File: src/rtl/touch_seq_pkg.sv
package touch_seq_pkg;
  typedef enum logic [2:0] {
    PH_IDLE, PH_SETTLE_X, PH_CONV_X, PH_SETTLE_Y, PH_CONV_Y, PH_GAP, PH_HOLD, PH_REST
  } phase_e;

  localparam logic [3:0] A_STAT   = 4'd0;
  localparam logic [3:0] A_CTRL   = 4'd1;
  localparam logic [3:0] A_DATA   = 4'd2;
  localparam logic [3:0] A_SETTLE = 4'd3;
  localparam logic [3:0] A_GAP    = 4'd4;
  localparam logic [3:0] A_HOLD   = 4'd5;
  localparam logic [3:0] A_REST   = 4'd6;

  localparam int STAT_EMPTY = 7;
  localparam int STAT_OVR   = 8;
  localparam int CTRL_AUTO  = 0;
  localparam int CTRL_PWR   = 2;
  localparam int CTRL_LVL   = 11;

  localparam int PEN_BIT = 31;
  localparam int X_LSB   = 16;
  localparam int Y_LSB   = 0;

  localparam int DEF_SETTLE = 2;
  localparam int DEF_GAP    = 4;
  localparam int DEF_HOLD   = 16;
  localparam int DEF_REST   = 88;
endpackage

File: src/rtl/touch_seq_phase.sv
module touch_seq_phase
  import touch_seq_pkg::*;
#(
  parameter int CNT_W = 8,
  parameter int SMP_W = 10
) (
  input  logic             clk_i,
  input  logic             rst_ni,
  input  logic             tick_i,
  input  logic             run_i,
  input  logic [CNT_W-1:0] settle_i,
  input  logic [CNT_W-1:0] gap_i,
  input  logic [CNT_W-1:0] hold_i,
  input  logic [CNT_W-1:0] rest_i,
  input  logic             adc_done_i,
  input  logic [SMP_W-1:0] adc_data_i,
  output logic             adc_req_o,
  output logic             adc_axis_o,
  output logic             pair_valid_o,
  output logic [SMP_W-1:0] pair_x_o,
  output logic [SMP_W-1:0] pair_y_o
);
  phase_e ph_q, ph_d, ph_succ;
  logic [CNT_W-1:0] cnt_q, delay_sel;
  logic [CNT_W:0]   cnt_nx;
  logic [SMP_W-1:0] x_q;
  logic is_delay, is_conv, delay_end, step;

  always_comb begin
    is_delay  = 1'b1;
    delay_sel = settle_i;
    ph_succ   = PH_SETTLE_X;
    case (ph_q)
      PH_SETTLE_X: ph_succ = PH_CONV_X;
      PH_CONV_X:   begin is_delay = 1'b0; ph_succ = PH_SETTLE_Y; end
      PH_SETTLE_Y: ph_succ = PH_CONV_Y;
      PH_CONV_Y:   begin is_delay = 1'b0; ph_succ = PH_GAP; end
      PH_GAP:      begin delay_sel = gap_i;  ph_succ = PH_HOLD; end
      PH_HOLD:     begin delay_sel = hold_i; ph_succ = PH_REST; end
      PH_REST:     begin delay_sel = rest_i; ph_succ = PH_SETTLE_X; end
      default:     is_delay = 1'b0;
    endcase
  end

  assign cnt_nx    = {1'b0, cnt_q} + {{CNT_W{1'b0}}, 1'b1};
  // zero-length wait still consumes one tick
  assign delay_end = is_delay && tick_i && (cnt_nx >= {1'b0, delay_sel});
  assign is_conv   = (ph_q == PH_CONV_X) || (ph_q == PH_CONV_Y);
  assign step      = delay_end || (is_conv && adc_done_i) || (ph_q == PH_IDLE);
  assign ph_d      = step ? (run_i ? ph_succ : PH_IDLE) : ph_q;

  always_ff @(posedge clk_i or negedge rst_ni) begin
    if (!rst_ni) begin
      ph_q  <= PH_IDLE;
      cnt_q <= '0;
      x_q   <= '0;
    end else begin
      ph_q <= ph_d;
      if (step)                  cnt_q <= '0;
      else if (is_delay && tick_i) cnt_q <= cnt_nx[CNT_W-1:0];
      if (ph_q == PH_CONV_X && adc_done_i) x_q <= adc_data_i;
    end
  end

  assign adc_req_o    = is_conv;
  assign adc_axis_o   = (ph_q == PH_CONV_Y);
  assign pair_valid_o = (ph_q == PH_CONV_Y) && adc_done_i;
  assign pair_x_o     = x_q;
  assign pair_y_o     = adc_data_i;
endmodule

File: src/rtl/touch_seq_fifo.sv
module touch_seq_fifo #(
  parameter int DEPTH = 8,
  parameter int W     = 32,
  localparam int PTR_W = (DEPTH > 1) ? $clog2(DEPTH) : 1,
  localparam int CNT_W = $clog2(DEPTH + 1)
) (
  input  logic             clk_i,
  input  logic             rst_ni,
  input  logic             push_i,
  input  logic [W-1:0]     data_i,
  input  logic             pop_i,
  output logic [W-1:0]     head_o,
  output logic [CNT_W-1:0] cnt_o,
  output logic             ovr_o
);
  logic [W-1:0]     mem_q [DEPTH];
  logic [PTR_W-1:0] rd_q, wr_q;
  logic [CNT_W-1:0] cnt_q;
  logic             ovr_q, pop_ok, push_ok;

  function automatic logic [PTR_W-1:0] nxt(input logic [PTR_W-1:0] p);
    return (p == PTR_W'(DEPTH - 1)) ? '0 : p + PTR_W'(1);
  endfunction

  assign pop_ok  = pop_i && (cnt_q != '0);
  assign push_ok = push_i && ((cnt_q != CNT_W'(DEPTH)) || pop_ok);

  always_ff @(posedge clk_i) begin
    if (push_ok) mem_q[wr_q] <= data_i;
  end

  always_ff @(posedge clk_i or negedge rst_ni) begin
    if (!rst_ni) begin
      rd_q  <= '0;
      wr_q  <= '0;
      cnt_q <= '0;
      ovr_q <= 1'b0;
    end else begin
      if (pop_ok)  rd_q <= nxt(rd_q);
      if (push_ok) wr_q <= nxt(wr_q);
      case ({push_ok, pop_ok})
        2'b10:   cnt_q <= cnt_q + CNT_W'(1);
        2'b01:   cnt_q <= cnt_q - CNT_W'(1);
        default: ;
      endcase
      if (push_i && !push_ok)                          ovr_q <= 1'b1;
      else if (pop_ok && !push_i && cnt_q == CNT_W'(1)) ovr_q <= 1'b0;
    end
  end

  assign head_o = mem_q[rd_q];
  assign cnt_o  = cnt_q;
  assign ovr_o  = ovr_q;
endmodule

File: src/rtl/touch_seq_regs.sv
module touch_seq_regs
  import touch_seq_pkg::*;
#(
  parameter int CNT_W = 8
) (
  input  logic             clk_i,
  input  logic             rst_ni,
  input  logic             we_i,
  input  logic             re_i,
  input  logic [3:0]       addr_i,
  input  logic [31:0]      wdata_i,
  output logic [31:0]      rdata_o,
  input  logic [31:0]      fifo_head_i,
  input  logic             fifo_empty_i,
  input  logic             fifo_ovr_i,
  output logic             pop_o,
  output logic             auto_o,
  output logic             lvl_o,
  output logic [CNT_W-1:0] settle_o,
  output logic [CNT_W-1:0] gap_o,
  output logic [CNT_W-1:0] hold_o,
  output logic [CNT_W-1:0] rest_o
);
  logic auto_q, pwr_q, lvl_q;
  logic [CNT_W-1:0] settle_q, gap_q, hold_q, rest_q;
  logic unused_wdata;

  assign unused_wdata = ^wdata_i;

  always_ff @(posedge clk_i or negedge rst_ni) begin
    if (!rst_ni) begin
      auto_q   <= 1'b0;
      pwr_q    <= 1'b0;
      lvl_q    <= 1'b0;
      settle_q <= CNT_W'(DEF_SETTLE);
      gap_q    <= CNT_W'(DEF_GAP);
      hold_q   <= CNT_W'(DEF_HOLD);
      rest_q   <= CNT_W'(DEF_REST);
    end else if (we_i) begin
      case (addr_i)
        A_CTRL: begin
          auto_q <= wdata_i[CTRL_AUTO];
          pwr_q  <= wdata_i[CTRL_PWR];
          lvl_q  <= wdata_i[CTRL_LVL];
        end
        A_SETTLE: settle_q <= wdata_i[CNT_W-1:0];
        A_GAP:    gap_q    <= wdata_i[CNT_W-1:0];
        A_HOLD:   hold_q   <= wdata_i[CNT_W-1:0];
        A_REST:   rest_q   <= wdata_i[CNT_W-1:0];
        default: ;
      endcase
    end
  end

  always_comb begin
    rdata_o = '0;
    case (addr_i)
      A_STAT: begin
        rdata_o[STAT_EMPTY] = fifo_empty_i;
        rdata_o[STAT_OVR]   = fifo_ovr_i;
      end
      A_CTRL: begin
        rdata_o[CTRL_AUTO] = auto_q;
        rdata_o[CTRL_PWR]  = pwr_q;
        rdata_o[CTRL_LVL]  = lvl_q;
      end
      A_DATA:   rdata_o = fifo_empty_i ? '0 : fifo_head_i;
      A_SETTLE: rdata_o[CNT_W-1:0] = settle_q;
      A_GAP:    rdata_o[CNT_W-1:0] = gap_q;
      A_HOLD:   rdata_o[CNT_W-1:0] = hold_q;
      A_REST:   rdata_o[CNT_W-1:0] = rest_q;
      default: ;
    endcase
  end

  assign pop_o    = re_i && (addr_i == A_DATA);
  assign auto_o   = auto_q;
  assign lvl_o    = lvl_q;
  assign settle_o = settle_q;
  assign gap_o    = gap_q;
  assign hold_o   = hold_q;
  assign rest_o   = rest_q;
endmodule

File: src/rtl/touch_seq.sv
module touch_seq
  import touch_seq_pkg::*;
#(
  parameter int CNT_W      = 8,
  parameter int SMP_W      = 10,
  parameter int FIFO_DEPTH = 8,
  parameter int IRQ_LEVEL  = 4,
  localparam int FCW = $clog2(FIFO_DEPTH + 1)
) (
  input  logic             clk_i,
  input  logic             rst_ni,
  input  logic             tick_i,
  input  logic             pen_up_i,
  input  logic             reg_we_i,
  input  logic             reg_re_i,
  input  logic [3:0]       reg_addr_i,
  input  logic [31:0]      reg_wdata_i,
  output logic [31:0]      reg_rdata_o,
  output logic             adc_req_o,
  output logic             adc_axis_o,
  input  logic             adc_done_i,
  input  logic [SMP_W-1:0] adc_data_i,
  output logic             irq_o
);
  logic             auto_en, lvl_sel, fifo_pop, fifo_ovr, pair_valid;
  logic [CNT_W-1:0] settle, gap, hold, rest;
  logic [SMP_W-1:0] pair_x, pair_y;
  logic [31:0]      word, fifo_head;
  logic [FCW-1:0]   fifo_cnt;

  touch_seq_regs #(.CNT_W(CNT_W)) u_regs (
    .clk_i, .rst_ni,
    .we_i(reg_we_i), .re_i(reg_re_i), .addr_i(reg_addr_i),
    .wdata_i(reg_wdata_i), .rdata_o(reg_rdata_o),
    .fifo_head_i(fifo_head), .fifo_empty_i(fifo_cnt == '0), .fifo_ovr_i(fifo_ovr),
    .pop_o(fifo_pop), .auto_o(auto_en), .lvl_o(lvl_sel),
    .settle_o(settle), .gap_o(gap), .hold_o(hold), .rest_o(rest)
  );

  touch_seq_phase #(.CNT_W(CNT_W), .SMP_W(SMP_W)) u_phase (
    .clk_i, .rst_ni, .tick_i, .run_i(auto_en),
    .settle_i(settle), .gap_i(gap), .hold_i(hold), .rest_i(rest),
    .adc_done_i, .adc_data_i, .adc_req_o, .adc_axis_o,
    .pair_valid_o(pair_valid), .pair_x_o(pair_x), .pair_y_o(pair_y)
  );

  always_comb begin
    word                    = '0;
    word[PEN_BIT]           = pen_up_i;
    word[X_LSB +: SMP_W]    = pair_x;
    word[Y_LSB +: SMP_W]    = pair_y;
  end

  touch_seq_fifo #(.DEPTH(FIFO_DEPTH), .W(32)) u_fifo (
    .clk_i, .rst_ni,
    .push_i(pair_valid), .data_i(word), .pop_i(fifo_pop),
    .head_o(fifo_head), .cnt_o(fifo_cnt), .ovr_o(fifo_ovr)
  );

  assign irq_o = lvl_sel ? (fifo_cnt >= FCW'(IRQ_LEVEL)) : (fifo_cnt != '0);
endmodule

File: config.mk
export PLATFORM = sky130hd
export DESIGN_NAME = touch_seq
export DESIGN_NICKNAME = d
export VERILOG_FILES = /design/src/rtl/touch_seq_pkg.sv /design/src/rtl/touch_seq_phase.sv /design/src/rtl/touch_seq_fifo.sv /design/src/rtl/touch_seq_regs.sv /design/src/rtl/touch_seq.sv
export SDC_FILE = /design/constraint.sdc
export NUM_CORES = 1
export LEC_CHECK = 0
export ABC_AREA = 1
export CORE_MARGIN = 8
export CORE_UTILIZATION = 25
export DETAILED_ROUTE_END_ITERATION = 7
export DONT_BUFFER_PORTS = 1
export PLACE_DENSITY_LB_ADDON = 0.2
export SYNTH_ARGS = -nofsm -noshare
export SYNTH_HDL_FRONTEND = slang
export SYNTH_SLANG_ARGS = --single-unit
File: constraint.sdc
create_clock -name clk_i -period 3.6 [get_ports clk_i]
set_clock_uncertainty 0.2 [all_clocks]
set_input_delay 0.54 -clock clk_i [delete_from_list [all_inputs] [get_ports clk_i]]
set_output_delay 0.54 -clock clk_i [all_outputs]
set_load 0.005 [all_outputs]
# Word-level counts from Yosys, hierarchy flattened
# Memory sizes are Yosys's and may differ from the RTL's.
# Cells that the tools add are included.
[word_totals]
elab_cells = 95
n_memories = 1
inputBits = 53
mem_bits_rw = 168
register_bits = 67
[op_classes]
muxes = 24
addsub = 5
n_eq_ne = 19
order_cmp = 2
reduce_logical = 30
[memory_table]
columns = ["name", "depth", "word_bits", "rd", "rd_ports_with_merged_regs", "wr", "line", "rtl"]
rows = [
  ["u_fifo.mem_q", 8, 21, 1, 0, 1, "touch_seq_fifo.sv:16", "logic [W-1:0] mem_q [DEPTH];"],
]
[ops]
columns = ["cell", "n"]
rows = [
  ["2-to-1 mux 32 bit", 1],
  ["one-hot mux 8 bit (3 select lines)", 1],
  ["2-to-1 mux 20 bit", 1],
  ["one-hot mux 4 bit (5 select lines)", 1],
  ["equality test 3 bit (second input constant)", 6],
  ["one-hot mux 1 bit (6 select lines)", 3],
  ["one-hot mux 3 bit (6 select lines)", 1],
  ["2-to-1 mux 8 bit", 2],
  ["equality test 4 x 3 -> 1 bit (second input constant)", 3],
  ["logical AND 1 bit", 11],
  ["AND reduction 2 bit", 5],
  ["adder 8 x 1 -> 9 bit (second input constant)", 1],
  ["greater-or-equal comparator 9 x 8 -> 1 bit", 1],
  ["2-to-1 mux 3 bit", 3],
  ["equality test 4 x 1 -> 1 bit (second input constant)", 2],
  ["equality test 4 x 2 -> 1 bit (second input constant)", 2],
  ["logical NOT 4 bit", 2],
  ["one-hot mux 4 bit (2 select lines)", 1],
  ["adder 3 x 1 -> 3 bit (second input constant)", 2],
  ["equality test 3 x 2 -> 1 bit (second input constant)", 2],
  ["2-to-1 mux 1 bit", 6],
  ["nonzero test 2 bit", 3],
  ["one-hot mux 1 bit (5 select lines)", 1],
  ["OR reduction 5 bit", 1],
  ["13 further kinds", 18],
]

# Depth between registers and ports, before layout
# Gate-level depths: netlist of run 1.
[logic_depth]
word_depth = 8
mapped_depth = 21

# Modules after synthesis
# From an unflattened synthesis of run 1, not the netlist that was laid out.
[hier_totals]
hier_cells = 1515
area_unflattened_um2 = 14727.9
[modules_own_cells]
columns = ["module", "area_per_inst_um2", "cells_per_inst", "instances", "seq_area_each_um2"]
rows = [
  ["touch_seq_fifo", 11024.3, 1010, 1, 7962.6],
  ["touch_seq_regs", 2064.5, 308, 1, 883.3],
  ["touch_seq_phase", 1616.6, 192, 1, 525.5],
  ["touch_seq", 22.5, 5, 1, 0.0],
]

# Worst setup path after synthesis of run 1
# No wires, ideal clock.
[synth_timing]
path_kind = "input to register"
from = "input port reg_addr_i[3]"
to = "memory u_fifo.mem_q[1][0] (netlist name), enable pin"
path_stages = 9
setup_time_ps = 399
setup_slack_ps = 785
t_arrival_ps = 2216
cell_sequence = "nor2_2 -> nand2_1 -> a21oi_2 -> nand2_2 -> nand4_2 -> nand2_2 -> clkinv_4 -> nand2_2 -> nor2_1"
[synth_between]
elab_chain_cells = 7
[synth_rtl]
columns = ["element", "line", "rtl"]
rows = [
  ["start: declaration", "touch_seq.sv:16", "input logic [3:0] reg_addr_i,"],
  ["equality test 4 x 2 -> 1 bit", "touch_seq_regs.sv:76", "assign pop_o = re_i && (addr_i == A_DATA);"],
  ["logical AND 1 bit", "touch_seq_regs.sv:76", ""],
  ["logical AND 1 bit", "touch_seq_fifo.sv:25", "assign pop_ok = pop_i && (cnt_q != '0);"],
  ["logical OR 1 bit", "touch_seq_fifo.sv:26", "assign push_ok = push_i && ((cnt_q != CNT_W'(DEPTH)) || pop_ok);"],
  ["logical AND 1 bit", "touch_seq_fifo.sv:26", ""],
  ["2-to-1 mux 1 bit", "touch_seq_fifo.sv:29", "if (push_ok) mem_q[wr_q] <= data_i;"],
  ["2-to-1 mux 1 bit (implied by the code)", "touch_seq_fifo.sv:29", ""],
  ["end: declaration", "touch_seq_fifo.sv:16", ""],
]
# No other way between the ends.

# Final worst setup path of run 1
[layout_timing]
from = "register u_fifo.rd_q[1]"
to = "output port reg_rdata_o[20]"
[layout_between]
elab_chain_cells = 3
[layout_rtl]
columns = ["element", "line", "rtl"]
rows = [
  ["start: declaration", "touch_seq_fifo.sv:17", "logic [PTR_W-1:0] rd_q, wr_q;"],
  ["start signal: assignment", "touch_seq_fifo.sv:39", "if (pop_ok) rd_q <= nxt(rd_q);"],
  ["memory read (8 x 21 bit)", "n/a", ""],
  ["2-to-1 mux 32 bit", "touch_seq_regs.sv:67", "A_DATA: rdata_o = fifo_empty_i ? '0 : fifo_head_i;"],
  ["2-to-1 mux 20 bit", "touch_seq_regs.sv:57", "case (addr_i)"],
  ["end: declaration", "touch_seq.sv:18", "output logic [31:0] reg_rdata_o,"],
]
# No other way between the ends.

==> summary.md, run 1 <==
| Metric | Value |
|---|---|
| Synth area leader | `edfxtp_1` |
| CP Max Fanout | `43` |
| DR vias | `6792` |
| RSZ-0062 raised after global routing | `no` |
| WL final | `27.06 mm` |
| Synth top area cells | `edfxtp_1 (48%), dfrtp_1 (15%), nor2_1 (5.7%)` |
| Setup violators final | `0` |
| CTS Buf Count | `24` |
| Layout cell share with drive strength beyond 1 | `between 10% and 20%` |
| Initial antenna violation count | `2` |
| Gate power share | `26.6%` |
| Max Freq | `about 0.31 GHz` |
| DIE WIDTH | `220.1 um` |
| Drt first pass iters | `5` |
| Met2 global-route usage | `about 19%` |
| Status | `finished clean` |
| Pwr dens | `689.9 nW/um^2` |
| Commonest cells after routing, fill and taps aside | `edfxtp_1 (168), nor2_1 (150), o21ai_0 (101)` |
| Clock root cell | `clkbuf_16` |
| CTS H-Tree Depth | `1` |
| Synthesis Warnings | `0` |
| Clk pwr share | `between 20 and 30%` |
| Dpl ws | `0.4972 ns` |
| Placer Congestion | `0.7710` |
| Pint | `5.504 mW` |
| Register area share after synthesis | `64.62%` |
| Max-cap viol count | `0` |
| Hold Vio Cnt, Final | `0` |
| Die height | `220.1 um` |
| Core area | `41020 sq um` |
| FF/Latch Area | `6731 sq um` |
| Critical Path Source Type | `register` |
| P&R area growth vs syn | `16.22%` |
| DRC | `0` |
| Met3 usage | `1.495%` |
| Max VDD drop | `roughly 0.00041 V` |
| P_sw | `between 2 and 3 mW` |
| Data required, critical path | `roughly 2.9 ns` |
| Multi-input logic area | `3222 sq um` |
| Total congestion overflow | `0` |
| Clk slew on worst S/H paths | `0.07 ns` |
| Mean Syn Cell Area | `11.37 sq um` |
| Setup tns final | `0 ns` |
| Most common cell after layout, fill and taps aside | `edfxtp_1` |
| Initial Utilization | `25.39%` |
| Tightest Hold Check Type | `in -> reg` |
| Final Max Tran Viols | `0` |
| Leakage | `roughly 4.5 nW` |
| Largest net degree at the start of global routing | `68` |
| Pwr Total | `between 8 and 9 mW` |
| Cells after synthesis | `a little over 900` |
| Iter 0 DRT Violations | `375` |
| Final Cycle Share | `88.92%` |
| Min cycle time layout | `3.201 ns` |
| Clock Tree Buf Depth | `3` |
| Synth top area share | `between 40% and 50%` |
| Port-buffer cells | `0` |
| Final HPWL DP | `17.13 mm` |
| Crit end category | `primary output` |
| Seq pwr share | `44.3%` |
| I/O pin cnt | `88` |
| CTS sink count | `~240` |
| Vias in the first global route | `approximately 6700` |
| Die area | `48440 sq um` |
| DR WL/cell | `approximately 18 um` |
| Worst-Margin Slew | `0.7967 ns` |
| Final ANT Viol Nets | `0` |
| GRT Resource Usage Total | `approximately 11%` |
| CP arrival | `2.46 ns` |
| Worst slew margin | `46.88%` |
| Sw frac | `34.08%` |
| Post-Synthesis Cell Area | `10410 sq um` |
| First-pass GRT wire length | `41.90 mm` |
| Clk_lat worst skew | `0.53 ns` |
| Most Used Layer, Global Route | `met2` |
| Synth unique cells | `slightly above 50` |
| M1 GR Usage | `14.71%` |
| #FFs+latches synth | `235` |
| Filler Cells Inserted | `4143` |
| Final worst slack | `0.3989 ns` |
| Nets@finish | `just over 1000` |
| Site Rows | `74` |
| CTS tree | `yes` |
| Vias per inst | `around 4.5` |
| Setup CP Type | `reg -> out` |
-- worst paths after layout --
check / startpoint / to / slack, ns / cells after the start
worst max-delay path: u_fifo.rd_q[1]$_DFFE_PN0P_ / reg_rdata_o[20] / 0.40 / 5
worst max register to register: u_phase.ph_q[0]$_DFFE_PN0P_ / u_phase.ph_q[0]$_DFFE_PN0P_ / 0.49 / 18
min in group asynchronous: rst_ni / u_regs.lvl_o$_DFFE_PN0P_ / 0.35 / 2
worst min-delay path: reg_wdata_i[1] / u_regs.settle_o[1]$_DFFE_PN1P_ / 0.02 / 2
max in group asynchronous: rst_ni / u_regs.rest_o[6]$_DFFE_PN1P_ / 2.51 / 2
worst min register to register: u_regs.hold_o[6]$_DFFE_PN0P_ / u_regs.hold_o[6]$_DFFE_PN0P_ / 0.29 / 2
-- critical path, stage by stage, from the launching register on --
cell	delay, ns
dfrtp_2	0.87
buf_4	0.42
o21ai_0	0.14
o32ai_1	0.12
o21ai_1	0.11
nor2_1	0.24
-- power groups by stage --
stage	Combinational (mW)	Clock, mW	Sequential, mW
floorplan	1.75	0	3.54
global placement	2.20	0	3.75
detailed placement	2.21	0	3.75
CTS	2.27	2.51	3.70
global route	2.52	2.60	3.76
finish	2.22	2.43	3.70
-- cell usage after synthesis (all sizes together) --
cell	number
edfxtp	168
nor2	162
o21ai	131
nand2	108
inv	66
dfrtp	61
buf	30
o32ai	27
nand3	26
clkbuf	18
ha	17
o211ai	13
a21oi	10
mux2	10
nor3	10
a221oi	9
o221ai	8
xor2	8
mux2i	7
dfstp	6
nand4	5
o22ai	4
a22o	2
xnor2	2
a211oi	1
a31oi	1
and3	1
clkinv	1
conb	1
nor4	1
o2111ai	1
or2	1
-- routing by layer --
metal  share of wire (%)  routed length [um]
met1                  45               12290
met2                  49               13260
met3                 3.7                1001
met4                 1.8                 498
met5               0.048                  13
-- metrics by stage --
step	area [sq um]	std cells	utilization (%)	hold slack (ns)
detailed placement	11110	1432	27.09	0.04882
finish	12100	1496	29.51	0.02018
floorplan	10450	925	-	0.04441
CTS	12100	1495	29.50	0.001736
global route	12100	1496	29.51	0.02742
global placement	11110	1432	27.09	0.04872
-- registers in the layout (all words and copies together) (netlist names) --
name,count
u_regs.gap_o,8
u_regs.settle_o,8
u_phase.ph_q,3
u_fifo.cnt_o,4
u_fifo.mem_q,168
u_regs.pwr_q,1
u_fifo.ovr_o,1
u_regs.hold_o,8
u_phase.cnt_q,8
u_fifo.rd_q,3
u_phase.pair_x_o,10
u_regs.lvl_o,1
u_regs.auto_o,1
u_regs.rest_o,8
u_fifo.wr_q,3
-- what timing repair did --
item                                   CTS  global route
endpoints found under the hold margin  179             0
resized for setup                        0             0
setup endpoints to repair                0             0
hold buffers                            20             0
buffers inserted                         0             0
-- cell families (layout without fill, tap and decap cells) --
family,after synthesis,after routing,share of synthesized area (%)
AOI/OAI and AO/OA,207,207,12.48
other,1,11,0.03601
adders and majority gates,17,17,2.042
and+or+nand+nor,314,314,12.90
buffers and inverters,115,153,4.962
xor gates and xnor gates,10,10,0.8411
muxes,17,17,2.115
DFF,235,235,64.62
-- area by class of cell --
class | count | share of cell area [%]
Sequential cell | 235 | 55.62
Clock inverter | 9 | 0.7547
Antenna cell | 1 | 0.02068
Tap cell | 532 | 5.500
Inverter | 67 | 2.140
Timing Repair Buffer | 43 | 3.742
Multi-Input combinational cell | 575 | 26.62
Clock buffer | 34 | 5.603
No activity file was read; power rests on OpenSTA's default activity.
==> run 2, diff against run 1 <==
Settings changed: CTS_BUF_LIST set to sky130_fd_sc_hd__clkbuf_4.
==> run 2 against run 1 <==
Against the previous run: setup slack lost 0.11 ns; highest routed layer unchanged; core utilization grew 0.44 points; critical endpoint is now reg_rdata_o[16]; final cell count grew 5.7%; die area is the same; routed wire length grew 2.5%; sequential power is essentially flat; clock power shrank 5%; global-route usage grew 0.31 points; critical path depth grew 1; register-to-register slack lost 0.03 ns; total power shrank 0.95%; design area grew 1.5%.
==> summary.md, run 2 (same netlist as run 1, synthesis figures left out) <==
| Metric | Value |
|---|---|
| DRC | `0 (unchanged)` |
| Largest net degree at the start of global routing | `68 (unchanged)` |
| DIE WIDTH | `220.1 um (unchanged)` |
| Vias per inst | `4.502 (was 4.540)` |
| Initial Utilization | `25.39% (unchanged)` |
| Commonest cells after routing, fill and taps aside | `edfxtp_1 (168), nor2_1 (150), o21ai_0 (101) (unchanged)` |
| DR WL/cell | `17.54 um (was 18.09 um)` |
| RSZ-0062 raised after global routing | `no (unchanged)` |
| DR vias | `7118 (was 6792)` |
| Metal2 WL | `13.74 mm (was 13.26 mm)` |
| I/O pin cnt | `88 (unchanged)` |
| Setup violators final | `0 (unchanged)` |
| Vias in the first global route | `7119 (was 6748)` |
| Port-buffer cells | `0 (unchanged)` |
| Layout cell share with drive strength beyond 1 | `18.43% (was 13.19%)` |
| Iter 0 DRT Violations | `383 (was 375)` |
| Placer Congestion | `0.7710 (unchanged)` |
| Max VDD drop | `0.0002259 V (was 0.0004107 V)` |
| Worst slew margin | `52.82% (was 46.88%)` |
| CTS Buf Count | `60 (was 24)` |
| FF/Latch Area | `6734 sq um (was 6731 sq um)` |
| Fin Hold WS | `0.08845 ns (was 0.02018 ns)` |
| Die area | `48440 sq um (unchanged)` |
| DR top layer | `met5 (unchanged)` |
| CTS tree | `yes (unchanged)` |
| Site Rows | `74 (unchanged)` |
| Data required, critical path | `2.86 ns (about the same)` |
| Min cycle time layout | `3.312 ns (was 3.201 ns)` |
| Critical Path Source Type | `register (unchanged)` |
| Hold Vio Cnt, Final | `0 (unchanged)` |
| Core area | `41020 sq um (unchanged)` |
| Final core utilization | `29.94% (was 29.51%)` |
| Largest register FFs | `168 (unchanged)` |
| Crit end category | `primary output (unchanged)` |
| Leakage | `4.656 nW (was 4.505 nW)` |
| Fin cells | `1581 (was 1496)` |
| Met3 wire length | `1.282 mm (was 1.001 mm)` |
| CTS sink count | `235 (unchanged)` |
| Post-placement cell count | `1432 (unchanged)` |
| Cell area after layout | `12280 sq um (was 12100 sq um)` |
| Die height | `220.1 um (unchanged)` |
| CTS H-Tree Depth | `2 (was 1)` |
| Worst-Margin Slew | `0.7069 ns (was 0.7967 ns)` |
| Nets@finish | `1066 (was 1016)` |
| Tightest Hold Check Type | `in -> reg (unchanged)` |
| Clock root cell | `clkbuf_4 (was clkbuf_16)` |
| First-pass GRT wire length | `42.90 mm (was 41.90 mm)` |
| Setup tns final | `0 ns (unchanged)` |
| CP arrival | `2.57 ns (was 2.46 ns)` |
| Setup CP Type | `reg -> out (unchanged)` |
| Pwr dens | `673.4 nW/um^2 (was 689.9 nW/um^2)` |
| Max Freq | `0.3020 GHz (was 0.3124 GHz)` |
| CP Max Fanout | `26 (was 43)` |
| Initial antenna violation count | `3 (was 2)` |
| Final ANT Viol Nets | `0 (unchanged)` |
| Filler Cells Inserted | `4209 (was 4143)` |
| Max-cap viol count | `0 (unchanged)` |
| Final HPWL DP | `17.13 mm (unchanged)` |
| P&R area growth vs syn | `17.94% (was 16.22%)` |
| Clk_lat worst skew | `0.70 ns (was 0.53 ns)` |
| Status | `finished clean (unchanged)` |
| Metal-1 WL | `12.17 mm (was 12.29 mm)` |
| Total congestion overflow | `0 (unchanged)` |
| Drt first pass iters | `5 (unchanged)` |
| Most common cell after layout, fill and taps aside | `edfxtp_1 (unchanged)` |
| GRT Resource Usage Total | `11.58% (was 11.27%)` |
| Clk slew on worst S/H paths | `0.07 ns (about the same)` |
| Final Cycle Share | `91.99% (was 88.92%)` |
| Final Max Tran Viols | `0 (unchanged)` |
| Biggest register | `u_fifo.mem_q (unchanged)` |
| WL final | `27.73 mm (was 27.06 mm)` |
| Placed Area | `11110 sq um (unchanged)` |
| Multi-input logic area | `3222 sq um (unchanged)` |
| Clock Tree Buf Depth | `3 (unchanged)` |
==> run 2: changes by cell type in the layout (fill, tap and decap cells not counted), moves of 2 or more <==
cell / delta
clkbuf_16: -24
clkbuf_1: -6
dlygate4sd3_1: +14
clkbuf_4: +98
clkbuf_8: -4
clkinv_1: +10
clkinv_4: -2
==> run 2: final cells by class <==
cell class,instances,share of cell area (%)
flip-flops and latches,235,54.83
clock inverters,15,0.5501
repair buffers,57,4.829
multi-input cells,575,26.23
well taps,532,5.420
diodes,2,0.04075
inverters,67,2.109
clock buffers,98,5.990
==> run 2: path summary, 6_finish.rpt <==
kind,end,slack (ns),start,cells after the start
worst max-delay path,reg_rdata_o[16],0.29,u_fifo.rd_q[0]$_DFFE_PN0P_,6
worst min-delay path,u_fifo.ovr_o$_DFFE_PN0P_,0.09,adc_done_i,3
worst max register to register,u_phase.ph_q[0]$_DFFE_PN0P_,0.46,u_phase.ph_q[0]$_DFFE_PN0P_,19
worst min register to register,u_regs.hold_o[3]$_DFFE_PN0P_,0.29,u_regs.hold_o[3]$_DFFE_PN0P_,2
max in group asynchronous,u_regs.hold_o[4]$_DFFE_PN1P_,2.58,rst_ni,2
min in group asynchronous,u_phase.pair_x_o[7]$_DFFE_PN0P_,0.22,rst_ni,2
==> run 2: layer usage <==
metal,vias to the layer above,track usage (%)
met5,-,0
met4,2,3.917
met3,40,2.317
met2,158,19.78
met1,3479,14.49
li1,3439,-
==> run 2: report_power, final <==
| group | switching (mW) | leakage [nW] | internal, mW |
|---|---|---|---|
| sequential | 0.408 | 2.35 | 3.29 |
| combinational | 1.41 | 1.83 | 0.840 |
| clock | 1.09 | 0.479 | 1.23 |
==> run 2: metrics by stage <==
| stage | total power, mW | setup slack [ns] |
|---|---|---|
| finish | 8.270 | 0.2882 |
| global route | 8.829 | 0.04834 |
| global placement | 5.945 | 0.5025 |
| detailed placement | 5.964 | 0.4972 |
| CTS | 8.410 | 0.1157 |
| floorplan | 5.291 | 0.7851 |
==> run 2: worst max-delay path, stage by stage, from the launching register on <==
cell and delay, ns:
dfrtp_2 0.56, inv_2 0.27, buf_4 0.34, nor2_1 0.08, o32ai_1 0.31, nor2_1 0.07, nor2_1 0.22
==> run 2: timing repair <==
item,in CTS,in global routing
resized for setup,0,1
endpoints found under the setup margin,0,5
hold buffers,34,0
hold endpoints to repair,215,0
buffers inserted,0,0
